**config.mk**
```make
export PLATFORM = sky130hd
export DESIGN_NAME = irrx_frame_fifo
export DESIGN_NICKNAME = d
export VERILOG_FILES = /design/src/rtl/irrx_pkg.sv /design/src/rtl/irrx_limit_reg.sv /design/src/rtl/irrx_entry_fifo.sv /design/src/rtl/irrx_frame_ctl.sv /design/src/rtl/irrx_frame_fifo.sv
export SDC_FILE = /design/constraint.sdc
export NUM_CORES = 1
export LEC_CHECK = 0
export BUFFER_PORTS_ARGS = -buffer_cell sky130_fd_sc_hd__buf_2
export CORE_ASPECT_RATIO = 1.5
export CORE_MARGIN = 3
export CORE_UTILIZATION = 30
export DETAILED_ROUTE_END_ITERATION = 16
export GPL_TIMING_DRIVEN = 0
export HOLD_SLACK_MARGIN = 0.03
export PLACE_DENSITY = 0.47
export SYNTH_ARGS = -nofsm -noshare
export SYNTH_HDL_FRONTEND = slang
export SYNTH_SLANG_ARGS = --single-unit
```
**constraint.sdc**
```tcl
create_clock -name clk -period 14.25 [get_ports clk]
set_input_delay 2.85 -clock clk [delete_from_list [all_inputs] [get_ports clk]]
set_output_delay 2.85 -clock clk [all_outputs]
set_load 0.02 [all_outputs]
```
**src/rtl/irrx_pkg.sv**
```systemverilog
package irrx_pkg;
    typedef struct packed {
        logic       eof;
        logic [7:0] data;
    } rx_entry_t;

    localparam int ST_DRDY = 0;
    localparam int ST_OVR  = 1;
    localparam int ST_CRC  = 2;
    localparam int ST_PHY  = 3;
    localparam int ST_LEN  = 4;
    localparam int ST_LAST = 7;

    typedef struct packed {
        logic len;
        logic phy;
        logic crc;
        logic ovr;
    } rx_flags_t;
endpackage

```
**src/rtl/irrx_limit_reg.sv**
```systemverilog
module irrx_limit_reg #(
    parameter int          LEN_W   = 16,
    parameter logic [15:0] LIM_RST = 16'd2048
) (
    input  logic             clk,
    input  logic             rst_n,
    input  logic             lo_we,
    input  logic             hi_we,
    input  logic [7:0]       wdata,
    output logic [LEN_W-1:0] limit
);
    logic [LEN_W-1:0] lim_d, lim_q;

    always_comb begin
        lim_d = lim_q;
        if (lo_we) lim_d[7:0] = wdata;
        if (hi_we) lim_d[LEN_W-1:8] = wdata[LEN_W-9:0];
    end

    always_ff @(posedge clk or negedge rst_n) begin
        if (!rst_n) lim_q <= LIM_RST[LEN_W-1:0];
        else        lim_q <= lim_d;
    end

    assign limit = lim_q;

    // the limit changes only when loaded
    a_r4_limit_holds: assert property (@(posedge clk) disable iff (!rst_n)
        (!lo_we && !hi_we) |=> $stable(lim_q));
endmodule

```
**src/rtl/irrx_entry_fifo.sv**
```systemverilog
module irrx_entry_fifo
    import irrx_pkg::*;
#(
    parameter int DEPTH = 32,
    localparam int PTR_W = $clog2(DEPTH)
) (
    input  logic      clk,
    input  logic      rst_n,
    input  logic      wr_en,
    input  rx_entry_t wr_entry,
    input  logic      rd_en,
    input  logic      retag_en,
    output rx_entry_t head,
    output logic      nonempty,
    output logic      full
);
    localparam logic [PTR_W:0] FULL_CNT = DEPTH[PTR_W:0];

    typedef struct packed {
        logic [PTR_W-1:0] wr_ptr;
        logic [PTR_W-1:0] rd_ptr;
        logic [PTR_W:0]   count;
    } fifo_st_t;

    fifo_st_t  st_d, st_q;
    rx_entry_t mem [DEPTH];
    logic      do_rd;
    logic [PTR_W-1:0] last_ptr;

    assign do_rd    = rd_en && (st_q.count != '0);
    assign last_ptr = st_q.wr_ptr - 1'b1;

    always_comb begin
        st_d = st_q;
        if (wr_en) st_d.wr_ptr = st_q.wr_ptr + 1'b1;
        if (do_rd) st_d.rd_ptr = st_q.rd_ptr + 1'b1;
        case ({wr_en, do_rd})
            2'b10:   st_d.count = st_q.count + 1'b1;
            2'b01:   st_d.count = st_q.count - 1'b1;
            default: st_d.count = st_q.count;
        endcase
    end

    always_ff @(posedge clk or negedge rst_n) begin
        if (!rst_n) st_q <= '0;
        else        st_q <= st_d;
    end

    always_ff @(posedge clk) begin
        if (wr_en)
            mem[st_q.wr_ptr] <= wr_entry;
        else if (retag_en && st_q.count != '0)
            mem[last_ptr].eof <= 1'b1;
    end

    assign head     = mem[st_q.rd_ptr];
    assign nonempty = (st_q.count != '0);
    assign full     = (st_q.count == FULL_CNT);

    // a write never lands on a full FIFO
    a_r7_no_write_when_full: assert property (@(posedge clk) disable iff (!rst_n)
        wr_en |-> (st_q.count != FULL_CNT));
    // a read of an empty FIFO leaves it empty
    a_r9_empty_read_idle: assert property (@(posedge clk) disable iff (!rst_n)
        (rd_en && st_q.count == '0 && !wr_en) |=> (st_q.count == '0));
    // occupancy stays within depth
    a_r2_count_bound: assert property (@(posedge clk) disable iff (!rst_n)
        st_q.count <= FULL_CNT);
endmodule

```
**src/rtl/irrx_frame_ctl.sv**
```systemverilog
module irrx_frame_ctl
    import irrx_pkg::*;
#(
    parameter int LEN_W = 16
) (
    input  logic             clk,
    input  logic             rst_n,
    input  logic             rx_valid,
    input  logic             sym_err,
    input  logic             frame_end,
    input  logic             crc_ok,
    input  logic             stat_rd,
    input  logic             fifo_full,
    input  logic [LEN_W-1:0] limit,
    output logic             wr_en,
    output logic             wr_eof,
    output logic             retag_en,
    output rx_flags_t        flags
);
    typedef struct packed {
        logic [LEN_W:0] cnt;
        logic           cut;
        logic           stored;
        rx_flags_t      fl;
    } ctl_st_t;

    ctl_st_t        st_d, st_q;
    logic [LEN_W:0] cnt_inc;

    assign cnt_inc = st_q.cnt + 1'b1;

    always_comb begin
        st_d     = st_q;
        wr_en    = 1'b0;
        wr_eof   = 1'b0;
        retag_en = 1'b0;
        if (stat_rd) st_d.fl = '0;
        if (sym_err) begin
            st_d.fl.phy = 1'b1;
            retag_en    = st_q.stored;
            st_d.cnt    = '0;
            st_d.cut    = 1'b0;
            st_d.stored = 1'b0;
        end else begin
            if (rx_valid && !st_q.cut) begin
                if (cnt_inc > {1'b0, limit}) begin
                    st_d.fl.len = 1'b1;
                    st_d.cut    = 1'b1;
                    retag_en    = st_q.stored;
                    st_d.stored = 1'b0;
                end else if (fifo_full) begin
                    st_d.fl.ovr = 1'b1;
                end else begin
                    wr_en       = 1'b1;
                    wr_eof      = frame_end;
                    st_d.stored = 1'b1;
                end
                st_d.cnt = cnt_inc;
            end
            if (frame_end) begin
                if (!wr_en) retag_en = st_q.stored;
                if (!crc_ok) st_d.fl.crc = 1'b1;
                st_d.cnt    = '0;
                st_d.cut    = 1'b0;
                st_d.stored = 1'b0;
            end
        end
    end

    always_ff @(posedge clk or negedge rst_n) begin
        if (!rst_n) st_q <= '0;
        else        st_q <= st_d;
    end

    assign flags = st_q.fl;

    // the symbol-error flag rises only after a reported symbol error
    a_r5_phy_cause: assert property (@(posedge clk) disable iff (!rst_n)
        $rose(st_q.fl.phy) |-> $past(sym_err));
    // no byte is stored in a symbol-error cycle
    a_r5_abort_drops: assert property (@(posedge clk) disable iff (!rst_n)
        sym_err |-> !wr_en);
    // a cut frame stores nothing until its end
    a_r4_cut_blocks: assert property (@(posedge clk) disable iff (!rst_n)
        st_q.cut |-> !wr_en);
    // a status read without a new symbol error clears the flag
    a_r8_clear_phy: assert property (@(posedge clk) disable iff (!rst_n)
        (stat_rd && !sym_err) |=> !st_q.fl.phy);
    // a bad CRC at frame end is always recorded
    a_r6_crc_set: assert property (@(posedge clk) disable iff (!rst_n)
        (frame_end && !crc_ok && !sym_err) |=> st_q.fl.crc);
endmodule

```
**src/rtl/irrx_frame_fifo.sv**
```systemverilog
module irrx_frame_fifo
    import irrx_pkg::*;
#(
    parameter int          DEPTH   = 32,
    parameter int          LEN_W   = 16,
    parameter logic [15:0] LIM_RST = 16'd2048
) (
    input  logic       clk,
    input  logic       rst_n,
    input  logic       lim_lo_we,
    input  logic       lim_hi_we,
    input  logic [7:0] lim_wdata,
    input  logic       rx_valid,
    input  logic [7:0] rx_byte,
    input  logic       sym_err,
    input  logic       frame_end,
    input  logic       crc_ok,
    input  logic       host_rd,
    input  logic       stat_rd,
    output logic [7:0] rd_data,
    output logic [7:0] status
);
    logic [LEN_W-1:0] limit;
    logic             wr_en, wr_eof, retag_en, nonempty, full;
    rx_entry_t        head, wr_entry;
    rx_flags_t        flags;

    irrx_limit_reg #(.LEN_W(LEN_W), .LIM_RST(LIM_RST)) u_limit (
        .clk(clk), .rst_n(rst_n), .lo_we(lim_lo_we), .hi_we(lim_hi_we),
        .wdata(lim_wdata), .limit(limit)
    );

    irrx_frame_ctl #(.LEN_W(LEN_W)) u_ctl (
        .clk(clk), .rst_n(rst_n), .rx_valid(rx_valid), .sym_err(sym_err),
        .frame_end(frame_end), .crc_ok(crc_ok), .stat_rd(stat_rd),
        .fifo_full(full), .limit(limit), .wr_en(wr_en), .wr_eof(wr_eof),
        .retag_en(retag_en), .flags(flags)
    );

    assign wr_entry.eof  = wr_eof;
    assign wr_entry.data = rx_byte;

    irrx_entry_fifo #(.DEPTH(DEPTH)) u_fifo (
        .clk(clk), .rst_n(rst_n), .wr_en(wr_en), .wr_entry(wr_entry),
        .rd_en(host_rd), .retag_en(retag_en), .head(head),
        .nonempty(nonempty), .full(full)
    );

    always_comb begin
        status          = '0;
        status[ST_DRDY] = nonempty;
        status[ST_OVR]  = flags.ovr;
        status[ST_CRC]  = flags.crc;
        status[ST_PHY]  = flags.phy;
        status[ST_LEN]  = flags.len;
        status[ST_LAST] = nonempty && head.eof;
    end

    assign rd_data = head.data;

    // reserved status bits stay clear
    a_r1_reserved_zero: assert property (@(posedge clk) disable iff (!rst_n)
        status[6:5] == 2'b00);
    // the last-byte flag never shows on an empty FIFO
    a_r3_last_needs_data: assert property (@(posedge clk) disable iff (!rst_n)
        status[ST_LAST] |-> status[ST_DRDY]);
endmodule

```
# Word level (Yosys, flattened, before mapping)
# Memory sizes are Yosys's and may differ from the RTL's.
# Index checks and enable logic that the tools add are counted.
totals:
  reg_bits: 55
  ramBits: 288
  inputBits: 26
  out_inout_bits: 16
  wordCells: 76
  n_memories: 1
classes:
  add_sub_neg: 6
  order_cmp: 1
  n_eq_ne: 4
  mux: 39
  reduce_logical: 13
mem_list:
  columns: ["name", "depth", "word_bits", "rd", "rd_clocked_by_memory_dff", "wr", "line_no", "source"]
  rows:
  - ["u_fifo.mem", 32, 9, 1, 0, 1, "irrx_entry_fifo.sv:26", "rx_entry_t mem [DEPTH];"]
ops:
  columns: ["op", "n"]
  rows:
  - ["two-way mux 19 bit", 2]
  - ["two-way mux 1 bit", 30]
  - ["two-way mux 20 bit", 1]
  - ["adder 17 x 1 -> 17 bit, second input constant", 1]
  - ["> comparator 17 x 16 -> 1 bit", 1]
  - ["case mux 6 bit (2 select lines)", 1]
  - ["adder 5 x 1 -> 5 bit, second input constant", 2]
  - ["two-way mux 9 bit", 1]
  - ["OR reduction 9 bit", 1]
  - ["adder 6 x 1 -> 6 bit, second input constant", 1]
  - ["equality test 6 bit, second input constant", 1]
  - ["nonzero test 3 bit", 2]
  - ["nonzero test 6 bit", 1]
  - ["subtractor 6 x 1 -> 6 bit, second input constant", 1]
  - ["two-way mux 5 bit", 1]
  - ["subtractor 5 x 1 -> 5 bit, second input constant", 1]
  - ["logical AND 1 bit", 4]
  - ["two-way mux 2 bit", 2]
  - ["two-way mux 4 bit", 1]
  - ["inequality test 4 x 3 -> 1 bit, second input constant", 1]
  - ["AND reduction 2 bit", 2]
  - ["nonzero test 2 bit", 2]
  - ["equality test 2 x 1 -> 1 bit, second input constant", 1]
  - ["equality test 2 bit, second input constant", 1]
  - ["zero test 1 bit", 1]

# Logic depth before layout (Yosys ltp)
# Gate-level depths: netlist (run 1).
logic_depth:
  word_depth: 14
  mapped_depth: 23
  depth_no_buf: 22

# Cells and area by module
# From an unflattened synthesis (run 1), not the netlist that was laid out.
unflattened:
  hier_cells: 982
  area_unflattened_um2: 15253.4
by_module_without_submodules:
  columns: ["mod", "instances", "cells_per_inst", "area_each_um2", "seq_area_each_um2"]
  rows:
  - ["irrx_entry_fifo", 1, 727, 12709.7, 9048.7]
  - ["irrx_frame_ctl", 1, 216, 1846.8, 575.6]
  - ["irrx_limit_reg", 1, 34, 664.4, 401.6]
  - ["irrx_frame_fifo", 1, 5, 32.5, 0.0]

# Least setup slack after synthesis (run 1)
# OpenSTA, ideal clock, no wires.
synth_timing:
  path_kind: "reg-to-output"
  from: "reg u_fifo.st_q[6] in the netlist's numbering"
  to: "out rd_data[0]"
  arrival_time_ps: 2448
  slack_ps: 8952
  path_stages_with_launch: 6
  path_cell_list: "dfrtp_1 buf_2 buf_1 mux4_2 mux4_2 mux2_2"
synth_between:
  elab_chain_cells: 1
synth_lines:
  columns: ["element", "line_no", "source"]
  rows:
  - ["start, declared", "irrx_entry_fifo.sv:25", "fifo_st_t st_d, st_q;"]
  - ["start signal, assigned", "irrx_entry_fifo.sv:46", "else st_q <= st_d;"]
  - ["memory (32 x 9 bit)", null, null]
  - ["end, declared", "irrx_frame_fifo.sv:20", "output logic [7:0] rd_data,"]
# No other way between the ends.

# Final worst setup path (run 1)
layout_timing:
  from: "reg u_fifo.st_q[6] in the netlist's numbering"
  to: "out rd_data[6]"
# The elaborated chain is that of the path after synthesis.

==> flow_metrics.py, run 1 <==
metrics = {
    "floorplan": {
        "die_area_sq_um": 52500,
        "num_rows": 99,
        "start_util_pct": 30.5,
        "boundaryPins": 42,
        "die_h_um": 279,
        "coreArea_sq_um": 48900,
        "fp.dieW_um": 188,
    },
    "sta": {
        "skew_ns": 0.0302,
        "tightest_slew_ns": 1.33,
        "finalCritPeriodShare_pct": 46.4,
        "slew_headroom_pct": 11.0,
        "rsz0062_at_grt": "false",
        "drv_slew": 0,
        "finalSetupViolCount": 0,
        "fmax_mhz": 151,
        "fin_setup_tns_ns": 0,
        "timing.final.crit_period_ns": 6.61,
        "hold_viol": 0,
    },
    "detailed_routing": {
        "wl_um": 35200,
        "wl_met1_um": 14200,
        "ant_nets": 0,
        "routedWlPerCell_um": 21.3,
        "met3_length_um": 1390,
        "met2_wirelength_um": 18600,
        "first_iter_violations": 489,
        "drcViolationCount": 0,
        "vias_per_cell": 4.76,
        "dr.max_layer_used": "met5",
        "drt-pass1-iter-count": 4,
        "vias": 7852,
    },
    "clock_tree": {
        "cts_tree": "yes",
        "cts_buffer_depth": 3,
        "clk_latency_ns": 0.53,
        "cts.sinks": 343,
        "postCtsSetupBuffers": 0,
        "cts_buffers": 36,
        "path_clk_slew_ns": 0.06,
        "ctsResizeCount": 0,
        "cts-root-buf": "clkbuf_16",
        "postCtsHoldBufs": 0,
        "htreeDepth": 2,
    },
    "cells_and_area": {
        "regArea_sq_um": 10000,
        "nets": 1021,
        "drive_gt1_share_pct": 24.9,
        "multi_input_area_sq_um": 4580,
        "area_growth_pct": 15.4,
        "fill_cells": 4673,
    },
    "synth": {
        "synth_top_area_share_pct": 57.9,
        "syn_inst": 888,
        "synthDistinctLibCells": 57,
        "synthAdderAreaFrac_pct": 2.23,
        "synth_xor_area_share_pct": 2.29,
        "netlist_top_cells_area": "edfxtp_1 58%, mux4_2 14%, dfrtp_1 9.1%",
        "synth-seq-cells": 343,
        "ys_warn_count": 0,
        "post-synth-top-area-cell": "edfxtp_1",
        "synthMuxAreaShare_pct": 14.8,
        "synthSimpleGateAreaFrac_pct": 7.41,
        "async_reset_ff_share_pct": 16.0,
        "ys_seq_area_share_pct": 67.2,
        "synth-compound-area-share_pct": 3.70,
        "synth_ff_type": "edfxtp_1",
        "synth_edf_count": 288,
        "avgSynthCellArea_sq_um": 16.8,
        "synth_top_family_by_area": "multiplexers",
        "synth_area_sq_um": 14900,
    },
    "status": {
        "status": "completed",
    },
    "critical_path": {
        "crit_start": "u_fifo.st_q[6]",
        "arrival_ns": 3.76,
        "rr_endpoint": "u_fifo.mem[0][0]",
        "critical_path.startpoint_type": "flop",
        "cp-end-kind": "primary output",
        "worstSetupPathType": "flop to primary output",
        "r2r-start": "u_ctl.st_q[6]",
        "reg2regPathDepth": 15,
        "path_max_fanout": 10,
        "r2r_setup_slack_ns": 8.24,
        "required_ns": 11.40,
    },
    "min_path": {
        "hold_end": "u_fifo.st_q[5]",
        "worstHoldPathCells": 1,
        "hold_path.startpoint": "u_fifo.st_q[5]",
        "hold_path_class": "flop to flop",
    },
    "global_route": {
        "track_usage_pct": 13.6,
        "grt_pass1_wl_um": 53600,
        "grt_pass1_vias": 8308,
        "antenna_found_initial": 3,
        "grt_overflow_total": 0,
        "grt_max_degree": 56,
    },
    "power_and_ir_drop": {
        "p_leak_uw": 0.00579,
        "power_density_nw_per_um2": 183,
        "finalPower_uw": 3150,
        "irDropWorstVdd_mv": 0.0778,
    },
    "placement": {
        "gp_congestion": 0.738,
        "hpwl_um": 24500,
        "portBuffers": 39,
    },
    "run": {
        "drv_cap": 0,
    },
}
## critical path: stages, from the launching register on
cell and delay [ns]:
dfrtp_1 0.37, buf_2 0.33, buf_1 0.88, mux4_2 0.63, mux4_2 0.53, mux2_2 0.32
buf_2 0.17
## through the flow
step                setup WS [ns]  area [sq um]  cells  util (%)  hold slack [ns]
detailed placement           8.07         16000   1585      32.7            0.481
global placement             8.01         15900   1584      32.6            0.472
global route                 7.44         17200   1650      35.2            0.495
floorplan                    8.95         14900    889         -            0.454
CTS                          7.51         17200   1647      35.1            0.490
finish                       7.64         17200   1650      35.2            0.488
## Yosys cell counts, types with 2 or more instances
cell type  instances
edfxtp_1         288
mux4_2            90
nor2_1            68
dfrtp_1           54
nand2_1           50
clkbuf_1          29
inv_1             29
o21ai_0           29
ha_1              25
a21oi_1           24
xnor2_1           23
nor3_1            18
xor2_1            16
nand3_1           15
nand4_1           14
buf_1             11
mux2_2            10
and3_1             9
buf_4              9
nor3b_1            8
nor3b_2            8
or3_1              8
nor3_2             6
a21o_1             4
mux2i_2            4
o31a_4             4
buf_2              3
a211oi_4           2
nor2b_1            2
## layer usage
layer | vias up | global-route usage [%]
met2 | 131 | 24.6
met1 | 4072 | 16.5
met4 | 4 | 4.70
met3 | 57 | 2.24
met5 | - | 0
li1 | 3588 | -
## flip-flops by register name (all words and copies together), names as in the netlist
signal         count
u_fifo.mem       288
u_limit.limit     16
u_fifo.st_q       16
u_ctl.st_q        19
u_ctl.flags        4
## area by class of cell
type | count | share of cell area [%]
Antenna cell | 1 | 0.0145
Clock inverter | 15 | 1.23
Buffer | 54 | 1.45
Tap cell | 656 | 4.77
Sequential cell | 343 | 58.2
Clock buffer | 47 | 5.83
Inverter | 30 | 0.654
Timing Repair Buffer | 42 | 1.25
Multi-Input combinational cell | 462 | 26.6
## power by group
part / leakage, uW / internal [uW] / switching [uW]
registers: 0.00330 / 1150 / 25.4
logic: 0.00189 / 420 / 572
clock network: 0.000590 / 588 / 388
## worst max-delay path by stage
| stage | cells past startpoint | end |
|---|---|---|
| CTS | 6 | rd_data[4] |
| floorplan | 5 | rd_data[0] |
| global route | 6 | rd_data[4] |
| finish | 6 | rd_data[6] |
| detailed placement | 6 | rd_data[4] |
| global placement | 14 | u_fifo.mem[17][6] |
## cell usage in the layout, fill, tap and decap left out, types with 11 or more instances in the layout
cell type,count
a21oi_1,24
buf_1,11
buf_2,43
clkbuf_1,36
clkbuf_16,38
dfrtp_1,54
edfxtp_1,288
ha_1,25
inv_1,29
mux4_2,90
nand2_1,50
nand3_1,15
nand4_1,14
nor2_1,68
nor3_1,17
nor3b_2,13
o21ai_0,29
xnor2_1,23
xor2_1,16
## logic make-up (layout without fill, tap and decap cells)
kind of cell / count (synthesis) / after routing
adders and majority gates: 26 / 26
buffers and inverters: 84 / 188
muxes: 105 / 105
and+or+nand+nor: 215 / 215
AOI/OAI and AO/OA: 75 / 75
xor gates and xnor gates: 39 / 39
DFF: 343 / 343
other: 1 / 3
Note: power is estimated with default switching activity, not from simulation.
==> inputs of run 2 (changes only) <==
--- a/config.mk
+++ b/config.mk
@@ -5,6 +5,7 @@
 export SDC_FILE = /design/constraint.sdc
 export NUM_CORES = 1
 export LEC_CHECK = 0
+export ABC_AREA = 1
 export BUFFER_PORTS_ARGS = -buffer_cell sky130_fd_sc_hd__buf_2
 export CORE_ASPECT_RATIO = 1.5
 export CORE_MARGIN = 3
==> constraint.sdc (replaced) <==
create_clock -name clk -period 6.9 [get_ports clk]
set_input_delay 1.38 -clock clk [delete_from_list [all_inputs] [get_ports clk]]
set_output_delay 1.38 -clock clk [all_outputs]
set_load 0.02 [all_outputs]
==> flow_metrics.py, run 2 <==
metrics = {
    "power_and_ir_drop": {
        "power_density_nw_per_um2": 399,
        "irDropWorstVdd_mv": 0.194,
        "p_leak_uw": 0.00633,
    },
    "synth": {
        "synth_top_area_share_pct": 55.9,
        "async_reset_ff_share_pct": 16.0,
        "synthDistinctLibCells": 51,
        "synthMostInstantiatedCell": "edfxtp_1",
        "synth_edf_count": 288,
        "syn_inst": 1326,
        "ys_seq_area_share_pct": 64.8,
        "synth_ff_type": "edfxtp_1",
        "netlist_top_cells_area": "edfxtp_1 56%, dfrtp_1 8.7%, o21ai_0 6.1%",
        "ys_warn_count": 0,
        "post-synth-top-area-cell": "edfxtp_1",
        "ys_top_cells_by_count": "288 x edfxtp_1, 218 x nor2_1, 187 x o21ai_0, 96 x inv_1, 83 x nand2_1",
        "avgSynthCellArea_sq_um": 11.7,
        "synth_area_sq_um": 15500,
        "synth-seq-cells": 343,
    },
    "global_route": {
        "grt_pass1_vias": 10600,
        "met2_usage_pct": 32.4,
        "use_met3_pct": 2.57,
        "grt.busiest_layer": "met2",
        "grt_pass1_wl_um": 71900,
        "track_usage_pct": 18.1,
        "grt_overflow_total": 0,
        "antenna_found_initial": 0,
        "use_met1_pct": 20.9,
        "grt_max_degree": 56,
    },
    "detailed_routing": {
        "vias": 10600,
        "first_iter_violations": 785,
        "drt-pass1-iter-count": 5,
        "ant_nets": 0,
        "drcViolationCount": 0,
        "vias_per_cell": 5.04,
        "routedWlPerCell_um": 23.3,
        "wl_um": 49300,
    },
    "clock_tree": {
        "cts_buffers": 38,
        "path_clk_slew_ns": 0.06,
        "cts_buffer_depth": 3,
        "cts_tree": "yes",
        "cts.sinks": 343,
        "htreeDepth": 2,
        "postCtsSetupBuffers": 0,
        "clk_latency_ns": 0.55,
        "cts-root-buf": "clkbuf_16",
        "ctsResizeCount": 0,
        "postCtsHoldBufs": 0,
    },
    "cells_and_area": {
        "area_growth_pct": 16.3,
        "nets": 1466,
        "fill_cells": 5088,
        "regArea_sq_um": 10000,
        "multi_input_area_sq_um": 4790,
        "top_regs": "u_fifo.mem: 288 flops, u_ctl.st_q: 19 flops",
        "final_cell_mix": "288 x edfxtp_1, 210 x nor2_1, 186 x o21ai_0",
        "n_antenna_cell": 0,
        "drive_gt1_share_pct": 15.5,
        "largest_reg_flops": 288,
        "final_common_cell": "edfxtp_1",
        "regMostFlops": "u_fifo.mem",
    },
    "floorplan": {
        "die_h_um": 284,
        "coreArea_sq_um": 50800,
        "num_rows": 101,
        "fp.dieW_um": 191,
        "boundaryPins": 42,
        "start_util_pct": 30.4,
        "die_area_sq_um": 54400,
    },
    "sta": {
        "slew_headroom_pct": 17.3,
        "finalCritPeriodShare_pct": 86.8,
        "fmax_mhz": 167,
        "timing.final.crit_period_ns": 5.99,
        "drv_slew": 0,
        "tightest_slew_ns": 1.24,
        "layout_setup_ws_ns": 0.912,
        "finalSetupViolCount": 0,
        "hold_viol": 0,
        "skew_ns": 0.0259,
        "fin_setup_tns_ns": 0,
        "rsz0062_at_grt": "false",
    },
    "critical_path": {
        "path_max_fanout": 10,
        "cp_slowest_cell": "dfrtp_1",
        "crit_path_max_incr_delay_ns": 0.42,
        "critPathBufInv": 7,
        "cp-end-kind": "flop",
        "critPathTopFamily": "simple AND/OR/NAND/NOR gates",
        "critical_path.startpoint_type": "flop",
        "worstSetupPathType": "flop to flop",
        "arrival_ns": 6.40,
        "required_ns": 7.31,
    },
    "status": {
        "status": "completed",
    },
    "run": {
        "drv_cap": 0,
    },
    "placement": {
        "hpwl_um": 34700,
        "portBuffers": 39,
        "dp_slack_ns": 0.997,
        "gp_congestion": 0.924,
    },
    "min_path": {
        "hold_path_class": "flop to flop",
    },
}
[run 2: cells by family after synthesis]
logic type,synth area share [%]
multiplexers,0.0728
adder cells (fa/ha/maj),2.15
AND/OR/NAND/NOR,14.9
buffers and inverters,4.78
flip-flops,64.8
AO/OA/AOI/OAI,12.1
XOR/XNOR,1.19
other,0.0243
[run 2: metal layers]
metal | wire [um] | up-vias
li1 | - | 4937
met3 | 2300 | 113
met1 | 18800 | 5263
met2 | 25600 | 329
met5 | 0 | -
met4 | 2620 | 0
[run 2: cell type report]
class	instances	area share, %
plain buffers	76	1.77
clock buffers	45	5.55
clock inverters	25	1.42
inverters	108	2.34
multi-input cells	800	26.6
flip-flops and latches	343	55.7
well taps	669	4.65
repair buffers	47	1.91
[run 2: worst reg2reg max path, delay by kind of cell (launching register included)]
family                     cells  cell delay (ns)
DFF                            1             0.42
xor gates and xnor gates       2             0.37
adders and majority gates      3             1.05
buffers and inverters          7             1.02
and+or+nand+nor               13             2.17
AOI/OAI and AO/OA              4             0.83
[run 2: worst paths after layout]
| check | start | endpoint | slack [ns] | cells past startpoint |
|---|---|---|---|---|
| setup / recovery | u_ctl.st_q[8] | u_fifo.st_q[5] | 0.91 | 29 |
| hold reg to reg | u_ctl.flags[2] | u_ctl.flags[2] | 0.49 | 1 |
| min in group asynchronous | rst_n | u_limit.limit[7] | 0.91 | 1 |
| max in group asynchronous | rst_n | u_fifo.st_q[2] | 5.44 | 1 |
| setup reg to reg | u_ctl.st_q[8] | u_fifo.st_q[5] | 0.91 | 29 |
| hold / removal | u_ctl.flags[2] | u_ctl.flags[2] | 0.49 | 1 |
[run 2: per-stage QoR]
step	instance area (sq um)	total power (uW)	hold slack [ns]	cells	utilization (%)
after global placement	16500	5110	0.471	2035	32.5
after floorplan	15500	4010	0.453	1327	-
final	18000	7170	0.492	2113	35.4
after detailed placement	16700	5150	0.481	2043	32.9
after CTS	18000	7200	0.498	2113	35.4
after global routing	18000	7470	0.518	2113	35.4
[run 2: power by group]
group,leakage (uW),switching [uW],internal (uW),total (uW)
logic,0.00243,2030,652,2680
clock network,0.000601,855,1190,2050
registers,0.00330,63.3,2370,2440
total,0.00633,2950,4220,7170
==> inputs of run 3 (changes only) <==
--- a/config.mk
+++ b/config.mk
@@ -7,7 +7,6 @@
 export LEC_CHECK = 0
 export ABC_AREA = 1
 export BUFFER_PORTS_ARGS = -buffer_cell sky130_fd_sc_hd__buf_2
-export CORE_ASPECT_RATIO = 1.5
 export CORE_MARGIN = 3
 export CORE_UTILIZATION = 30
 export DETAILED_ROUTE_END_ITERATION = 16
==> flow_metrics.py, run 3 (synthesized netlist as in run 2, its figures left out) <==
metrics = {
    "status": {
        "status": "completed",
    },
    "cells_and_area": {
        "regMostFlops": "u_fifo.mem",
        "n_antenna_cell": 0,
        "final_common_cell": "edfxtp_1",
        "fin_cells": 2114,
        "largest_reg_flops": 288,
        "nets": 1465,
        "drive_gt1_share_pct": 15.0,
        "top_regs": "u_fifo.mem: 288 flops, u_ctl.st_q: 19 flops",
        "area_growth_pct": 15.5,
        "final_cell_mix": "288 x edfxtp_1, 210 x nor2_1, 186 x o21ai_0",
    },
    "detailed_routing": {
        "wl_um": 47800,
        "vias_per_cell": 5.05,
        "drt-pass1-iter-count": 5,
        "vias": 10700,
        "drcViolationCount": 0,
        "routedWlPerCell_um": 22.6,
        "first_iter_violations": 943,
        "ant_nets": 0,
    },
    "power_and_ir_drop": {
        "power_density_nw_per_um2": 392,
        "irDropWorstVdd_mv": 0.165,
        "p_leak_uw": 0.00628,
    },
    "clock_tree": {
        "clk_latency_ns": 0.56,
        "postCtsSetupBuffers": 0,
        "cts.sinks": 343,
        "cts-root-buf": "clkbuf_16",
        "htreeDepth": 2,
        "cts_buffer_depth": 3,
        "path_clk_slew_ns": 0.06,
        "cts_buffers": 39,
        "cts_tree": "yes",
        "postCtsHoldBufs": 0,
        "ctsResizeCount": 0,
    },
    "critical_path": {
        "cp_slowest_cell": "dfrtp_1",
        "path_max_fanout": 10,
        "crit_path_max_incr_delay_ns": 0.42,
        "worstSetupPathType": "flop to flop",
        "required_ns": 7.33,
        "reg2regPathDepth": 29,
        "worstSetupEndpoint": "u_fifo.st_q[5]",
        "critical_path.startpoint_type": "flop",
        "r2r-start": "u_ctl.st_q[8]",
        "crit_start": "u_ctl.st_q[8]",
        "cp-end-kind": "flop",
        "arrival_ns": 6.45,
        "rr_endpoint": "u_fifo.st_q[5]",
        "r2r_setup_slack_ns": 0.87,
    },
    "sta": {
        "timing.final.crit_period_ns": 6.03,
        "hold_viol": 0,
        "slew_headroom_pct": 15.1,
        "drv_slew": 0,
        "fin_setup_tns_ns": 0,
        "skew_ns": 0.0244,
        "finalSetupViolCount": 0,
        "rsz0062_at_grt": "false",
        "fmax_mhz": 166,
        "finalCritPeriodShare_pct": 87.4,
        "tightest_slew_ns": 1.27,
    },
    "floorplan": {
        "start_util_pct": 30.6,
        "die_h_um": 233,
        "boundaryPins": 42,
        "coreArea_sq_um": 50600,
        "die_area_sq_um": 54300,
        "num_rows": 82,
        "fp.dieW_um": 233,
    },
    "global_route": {
        "track_usage_pct": 17.8,
        "grt_pass1_wl_um": 70700,
        "antenna_found_initial": 1,
        "grt_overflow_total": 0,
        "grt_max_degree": 56,
        "grt_pass1_vias": 10800,
    },
    "run": {
        "drv_cap": 0,
    },
    "min_path": {
        "hold_path_class": "flop to flop",
    },
    "placement": {
        "placed_cells": 2044,
        "hpwl_um": 32300,
        "portBuffers": 39,
        "gp_congestion": 0.872,
    },
}
==> run 3: cell types whose count changed in the layout (fill, tap and decap cells not counted), moves of 3 or more <==
cell	delta
clkinvlp_4	-3
bufinv_16	-4
clkbuf_1	+9
clkinv_4	-3
clkinv_1	-4
clkbuf_8	+4
==> run 3: how the worst min path moves through the flow <==
| stage | endpoint | start | slack (ns) | cells past startpoint |
|---|---|---|---|---|
| CTS | u_ctl.flags[2] | u_ctl.flags[2] | 0.49 | 1 |
| global route | u_ctl.flags[2] | u_ctl.flags[2] | 0.52 | 1 |
| floorplan | u_ctl.flags[1] | u_ctl.flags[1] | 0.45 | 2 |
| global placement | u_ctl.flags[2] | u_ctl.flags[2] | 0.47 | 1 |
| finish | u_ctl.flags[2] | u_ctl.flags[2] | 0.48 | 1 |
| detailed placement | u_ctl.flags[2] | u_ctl.flags[2] | 0.48 | 1 |
==> run 3: routing by layer <==
metal | vias to the layer above | global-route usage, % | part of all wire, %
met5 | - | 0 | 0
li1 | 4930 | - | -
met3 | 84 | 3.70 | 6.3
met4 | 0 | 6.64 | 3.5
met1 | 5301 | 23.3 | 43
met2 | 354 | 29.0 | 47
==> run 3: critical path, delay by kind of cell, from the launching register on <==
kind / cells / cell delay [ns]
AOI/OAI and AO/OA: 4 / 0.87
adders and majority gates: 3 / 1.07
and+or+nand+nor: 13 / 2.09
buffers and inverters: 7 / 0.98
xor gates and xnor gates: 2 / 0.43
DFF: 1 / 0.42
==> run 3: area by class of cell <==
type,count,area [sq um]
fillers,5036,32700
plain buffers,76,319
inverters,108,420
repair buffers,45,298
multi-input cells,800,4800
clock inverters,12,72.6
well taps,672,841
flip-flops and latches,343,10000
clock buffers,58,1090
==> run 3: power by group <==
part	total (uW)	leakage (uW)	internal, uW	switching (uW)
combinational	2640	0.00241	649	1990
clock	1930	0.000569	1090	839
sequential	2440	0.00330	2370	67.3
total	7010	0.00628	4120	2890
==> run 3: stage by stage <==
stage | util [%] | instance area, sq um | power, uW | setup slack, ns | hold slack [ns]
after floorplan | - | 15500 | 4010 | 1.96 | 0.453
after global placement | 32.6 | 16500 | 5050 | 0.0752 | 0.470
after detailed placement | 33.0 | 16700 | 5090 | 0.992 | 0.478
after CTS | 35.3 | 17900 | 7020 | 0.894 | 0.491
after global routing | 35.3 | 17900 | 7330 | 0.306 | 0.520
final | 35.3 | 17900 | 7010 | 0.872 | 0.484
